<file path="src/rtl/cflag_pkg.sv">
package cflag_pkg;
  localparam int FLAG_W = 5;
  localparam int CLS_W  = 3;

  typedef enum logic [CLS_W-1:0] {
    IC_ALU      = 3'd0,
    IC_QUIET    = 3'd1,
    IC_AND_IMM  = 3'd2,
    IC_OR_IMM   = 3'd3,
    IC_STAT_POP = 3'd4,
    IC_FORCE_LD = 3'd5,
    IC_LVL_WR   = 3'd6,
    IC_STRING   = 3'd7
  } iclass_e;

  typedef enum logic [1:0] {
    LD_REPLACE = 2'd0,
    LD_AND     = 2'd1,
    LD_OR      = 2'd2
  } load_op_e;

  function automatic logic [FLAG_W-1:0] apply_load(
    input load_op_e op,
    input logic [FLAG_W-1:0] cur,
    input logic [FLAG_W-1:0] val);
    case (op)
      LD_AND:  apply_load = cur & val;
      LD_OR:   apply_load = cur | val;
      default: apply_load = val;
    endcase
  endfunction

  function automatic logic [FLAG_W-1:0] pick_next(
    input logic explicit_wr,
    input logic alu_wr,
    input logic [FLAG_W-1:0] cur,
    input logic [FLAG_W-1:0] from_load,
    input logic [FLAG_W-1:0] from_alu);
    if (explicit_wr)  pick_next = from_load;
    else if (alu_wr)  pick_next = from_alu;
    else              pick_next = cur;
  endfunction
endpackage

</file>
<file path="src/rtl/cflag_class_dec.sv">
module cflag_class_dec
  import cflag_pkg::*;
#(
  parameter int CLS_W = cflag_pkg::CLS_W
) (
  input  logic [CLS_W-1:0] cls,
  output logic             uses_alu,
  output logic             explicit_wr,
  output logic             keeps_prefix,
  output logic             is_string,
  output load_op_e         load_op
);
  always_comb begin
    uses_alu     = 1'b0;
    explicit_wr  = 1'b0;
    keeps_prefix = 1'b0;
    is_string    = 1'b0;
    load_op      = LD_REPLACE;
    case (cls)
      IC_ALU:      uses_alu = 1'b1;
      IC_QUIET:    ;
      IC_AND_IMM: begin explicit_wr = 1'b1; keeps_prefix = 1'b1; load_op = LD_AND; end
      IC_OR_IMM:  begin explicit_wr = 1'b1; keeps_prefix = 1'b1; load_op = LD_OR;  end
      IC_STAT_POP: begin explicit_wr = 1'b1; keeps_prefix = 1'b1; end
      IC_FORCE_LD: explicit_wr = 1'b1;
      IC_LVL_WR:   keeps_prefix = 1'b1;
      IC_STRING:  begin uses_alu = 1'b1; is_string = 1'b1; end
      default:     ;
    endcase
  end
endmodule

</file>
<file path="src/rtl/cflag_prefix_latch.sv">
module cflag_prefix_latch (
  input  logic clk,
  input  logic rst_n,
  input  logic set_req,
  input  logic consume,
  input  logic flush,
  input  logic misuse_now,
  output logic pending,
  output logic misuse_q
);
  logic pend_nxt;

  always_comb begin
    if (flush)        pend_nxt = 1'b0;
    else if (set_req) pend_nxt = 1'b1;
    else if (consume) pend_nxt = 1'b0;
    else              pend_nxt = pending;
  end

  always_ff @(posedge clk or negedge rst_n) begin
    if (!rst_n) begin
      pending  <= 1'b0;
      misuse_q <= 1'b0;
    end else begin
      pending  <= pend_nxt;
      misuse_q <= misuse_now;
    end
  end
endmodule

</file>
<file path="src/rtl/cflag_store.sv">
module cflag_store #(
  parameter int FLAG_W = cflag_pkg::FLAG_W
) (
  input  logic              clk,
  input  logic              rst_n,
  input  logic              wr_en,
  input  logic [FLAG_W-1:0] nxt,
  output logic [FLAG_W-1:0] q
);
  for (genvar b = 0; b < FLAG_W; b++) begin : g_bit
    always_ff @(posedge clk or negedge rst_n) begin
      if (!rst_n)     q[b] <= 1'b0;
      else if (wr_en) q[b] <= nxt[b];
    end
  end
endmodule

</file>
<file path="src/rtl/cflag_gate.sv">
module cflag_gate
  import cflag_pkg::*;
#(
  parameter int FLAG_W = cflag_pkg::FLAG_W,
  parameter int CLS_W  = cflag_pkg::CLS_W
) (
  input  logic              clk,
  input  logic              rst_n,
  input  logic              retire,
  input  logic [CLS_W-1:0]  iclass,
  input  logic              prefix_seen,
  input  logic              irq_entry,
  input  logic [FLAG_W-1:0] alu_flags,
  input  logic [FLAG_W-1:0] load_val,
  output logic [FLAG_W-1:0] flags,
  output logic              prefix_pending,
  output logic              misuse_err
);
  logic     dec_alu, dec_explicit, dec_keep, dec_string;
  load_op_e dec_op;

  logic              ev_alu_write;
  logic              ev_alu_blocked;
  logic              ev_explicit_write;
  logic              ev_prefix_consume;
  logic              ev_misuse;
  logic [FLAG_W-1:0] load_result;
  logic [FLAG_W-1:0] flags_nxt;

  cflag_class_dec #(.CLS_W(CLS_W)) u_dec (
    .cls          (iclass),
    .uses_alu     (dec_alu),
    .explicit_wr  (dec_explicit),
    .keeps_prefix (dec_keep),
    .is_string    (dec_string),
    .load_op      (dec_op)
  );

  // Named events: the pending state used is the value before this edge.
  assign ev_explicit_write = retire & dec_explicit;
  assign ev_alu_write      = retire & dec_alu & ~prefix_pending;
  assign ev_alu_blocked    = retire & dec_alu &  prefix_pending;
  assign ev_prefix_consume = retire & ~dec_keep;
  assign ev_misuse         = retire & dec_string & prefix_pending;

  assign load_result = apply_load(dec_op, flags, load_val);
  assign flags_nxt   = pick_next(ev_explicit_write, ev_alu_write,
                                 flags, load_result, alu_flags);

  cflag_store #(.FLAG_W(FLAG_W)) u_store (
    .clk   (clk),
    .rst_n (rst_n),
    .wr_en (ev_explicit_write | ev_alu_write),
    .nxt   (flags_nxt),
    .q     (flags)
  );

  cflag_prefix_latch u_pfx (
    .clk        (clk),
    .rst_n      (rst_n),
    .set_req    (prefix_seen),
    .consume    (ev_prefix_consume),
    .flush      (irq_entry),
    .misuse_now (ev_misuse),
    .pending    (prefix_pending),
    .misuse_q   (misuse_err)
  );
endmodule

</file>
<file path="config.mk">
export PLATFORM = sky130hd
export DESIGN_NAME = cflag_gate
export DESIGN_NICKNAME = d
export VERILOG_FILES = /design/src/rtl/cflag_pkg.sv /design/src/rtl/cflag_class_dec.sv /design/src/rtl/cflag_prefix_latch.sv /design/src/rtl/cflag_store.sv /design/src/rtl/cflag_gate.sv
export SDC_FILE = /design/constraint.sdc
export NUM_CORES = 1
export LEC_CHECK = 0
export ABC_AREA = 1
export BUFFER_PORTS_ARGS = -buffer_cell sky130_fd_sc_hd__clkbuf_2
export CAP_MARGIN = 20
export CORE_AREA = 4 4 41 43
export CTS_CLUSTER_SIZE = 20
export DETAILED_ROUTE_END_ITERATION = 7
export DIE_AREA = 0 0 45 47
export GPL_TIMING_DRIVEN = 0
export HOLD_SLACK_MARGIN = 0.05
export PLACE_DENSITY_LB_ADDON = 0.08
export SLEW_MARGIN = 20
export SYNTH_ARGS = -nofsm -noshare
export SYNTH_HDL_FRONTEND = slang
export SYNTH_SLANG_ARGS = --single-unit
</file>
<file path="constraint.sdc">
create_clock -name clk -period 1.6 [get_ports clk]
set_input_delay 0.48 -clock clk [delete_from_list [all_inputs] [get_ports clk]]
set_output_delay 0.48 -clock clk [all_outputs]
set_load 0.03 [all_outputs]
</file>
==> metrics <==
status=finished clean; final setup vio count=0; CTS tree=done; synthesized flop and latch total=7; DRT Wirelength=1.425 mm; fin cells=135; period utilization=0.9433; largest net degree at the start of global routing=9; Worst Hold Class=input pin to flip-flop; FMAX=662.6 MHz; share of the synthesized area in the top cell type=0.2947; Netlist cell types=17; synthesized instance count=91; Worst Path Class, Setup=input pin to flip-flop; clk_lat worst skew=0.25 ns; min Tclk post-route=1.509 ns; Crit. End Element=flip-flop; P_sw=244.9 uW; via count=659; part of the power in combinational logic=0.376; final hold vios=0; Peak VDD IR=317.5 uV; global-route wire length before repair=2.359 mm; core area=1301 um2; 1st-iter DRT viols=9; power consumption=631.4 uW; Final Util=0.6125; placed cells=129; TritonCTS buffer count=3; crit start category=input pin; Leakage=0.4505 nW; Final ANT Viol Nets=0; Starting Density=0.4567; Pwr Density=792.2 nW/um2; yosys warns=0; I/O pin cnt=25; skew final=0.0009013 ns; Data required, critical path=1.74 ns; DRC Markers=0; Rows=13; share of cells above drive strength 1=0.3833; H-tree depth=1; RSZ-0062 raised after global routing=false; antenna fix cells=0; crit path max fanout=5; Via density=4.881; Mapped Area=594.3 um2; vias in the first global route=607; Worst EP arrival=1.65 ns; post-synth top area cell=dfrtp_1; clk sinks=7; Net Sw Frac=0.3878; sequential area share after synthesis=0.2947; Pre-Repair DR Iteration Count=2; GPL Wtd Cong=0.8221; Synth area leaders=dfrtp_1, nand2_1, nor2_1; gr usage total=0.1519; Fin Setup TNS=0 ns; Area Growth Syn to Fin=34.11%; P_int=386.5 uW; # nets final=142; initial antenna violation count=0; synthesized area per cell=6.531 um2; Clk pwr share=0.249; CTS clk-pin slew, worst paths=0.05 ns; area occupied by multi-input gates=394.1 um2; final slew viol count=0; die height=47 um; CTS max path bufs=2; Slew @ Worst Pin=0.1816 ns; Root Buffer=clkbuf_4; syn_nets=112; fillers=137; Max Cap Viol=0; die width=45 um; final HPWL from detailed placement=1.158 mm; die area=2115 um2; Register Area=175.2 um2; total grt overflow=0; Seq pwr share=0.375; Port Buffers=23; Max transition margin=0.8789; wire per inst=10.56 um
## cell usage in the layout, fill, tap and decap left out
master / netlist / routed
nand3_1: 5 / 5
inv_1: 7 / 5
clkbuf_4: 0 / 3
a21oi_1: 6 / 6
nand2_4: 2 / 2
o211ai_1: 1 / 1
buf_2: 0 / 1
clkbuf_1: 0 / 1
dlygate4sd3_1: 0 / 1
a21oi_4: 1 / 1
dfrtp_1: 7 / 7
inv_2: 2 / 4
nor3_1: 1 / 1
ha_2: 0 / 1
nand2_1: 35 / 33
nand3_2: 1 / 1
nand2_2: 3 / 5
buf_6: 1 / 1
nor2_1: 14 / 12
ha_1: 3 / 2
clkbuf_2: 0 / 20
nor2_2: 0 / 1
buf_4: 0 / 3
nor2_4: 1 / 2
or2_4: 0 / 1
## synthesized netlist by cell type (all sizes together)
cell,count
ha,3
a21oi,7
nor3,1
o211ai,1
buf,1
nand3,6
nand2,40
nor2,15
inv,9
or2,1
dfrtp,7
## worst max-delay path, cell delays in order
cell and delay (ns):
buf_2 0.14, inv_2 0.08, nand2_2 0.08, nor2_4 0.12
ha_1 0.25, or2_4 0.25, nand2_1 0.06, nand3_1 0.07
nand2_1 0.08, nor2_1 0.04
## power by group through the flow
stage / registers [mW] / clock network, mW / logic, mW
2_1_floorplan: 0.291 / 0 / 0.0937
3_3_place_gp: 0.240 / 0 / 0.224
3_5_place_dp: 0.240 / 0 / 0.227
4_1_cts: 0.237 / 0.166 / 0.229
5_1_grt: 0.240 / 0.176 / 0.266
6_report: 0.237 / 0.157 / 0.237
## path summary, 6_finish.rpt
kind / startpoint / depth (start not counted) / slack (ns) / end
max reg2reg: u_pfx.pending$_DFFE_PN0P_ / 6 / 0.51 / u_store.q[1]$_DFFE_PN0P_
max in group asynchronous: rst_n / 2 / 0.84 / u_pfx.misuse_q$_DFF_PN0_
max: iclass[2] / 10 / 0.09 / u_store.q[4]$_DFFE_PN0P_
min in group asynchronous: rst_n / 2 / 0.60 / u_store.q[2]$_DFFE_PN0P_
min reg2reg: u_store.q[3]$_DFFE_PN0P_ / 2 / 0.55 / u_store.q[3]$_DFFE_PN0P_
min: irq_entry / 2 / 0.38 / u_pfx.pending$_DFFE_PN0P_
## state kept, by name, indices dropped and copies added (netlist names)
signal and cells:
u_pfx.pending 1, u_pfx.misuse_q 1, u_store.q 5
## final cells by class
cell class / instances / area share
multi-input combinational: 74 / 0.4945
sequential: 7 / 0.2198
timing repair buffer: 25 / 0.1727
inverter: 9 / 0.04239
clock buffer: 4 / 0.03297
tap: 15 / 0.02355
buffer: 1 / 0.01413
## metal layers
metal | global-route usage | part of all wire | vias to the layer above
met5 | 0 | 0 | -
met4 | 0.05263 | 0 | 0
met3 | 0.04598 | 0.079 | 0
met2 | 0.2768 | 0.51 | 22
met1 | 0.1671 | 0.41 | 295
li1 | - | - | 342
## stage by stage
stage	setup WS (ns)	area, um2	hold WS (ns)
5_1_grt	0.0003506	797.0	0.3810
2_1_floorplan	0.006234	594.3	0.1844
4_1_cts	0.01236	757.0	0.05143
3_5_place_dp	-0.2915	728.2	0.3233
3_3_place_gp	-0.2517	728.2	0.3193
6_report	0.09068	797.0	0.3788
## what timing repair did
item	4_1_cts	5_1_grt
hold endpoints to repair	0	2
setup endpoints to repair	5	5
hold buffers	0	1
buffers inserted	0	1
gates resized for setup	1	13
pin swaps	0	4
## cells by family (layout without fill, tap and decap cells)
group / Yosys count / after routing / share of synthesized area
simple gates: 63 / 63 / 0.4758
buf+inv: 10 / 39 / 0.07580
compound gates: 8 / 8 / 0.09054
flops: 7 / 7 / 0.2947
fa+ha+maj: 3 / 3 / 0.06316
No activity file was read; power rests on OpenSTA's default activity.
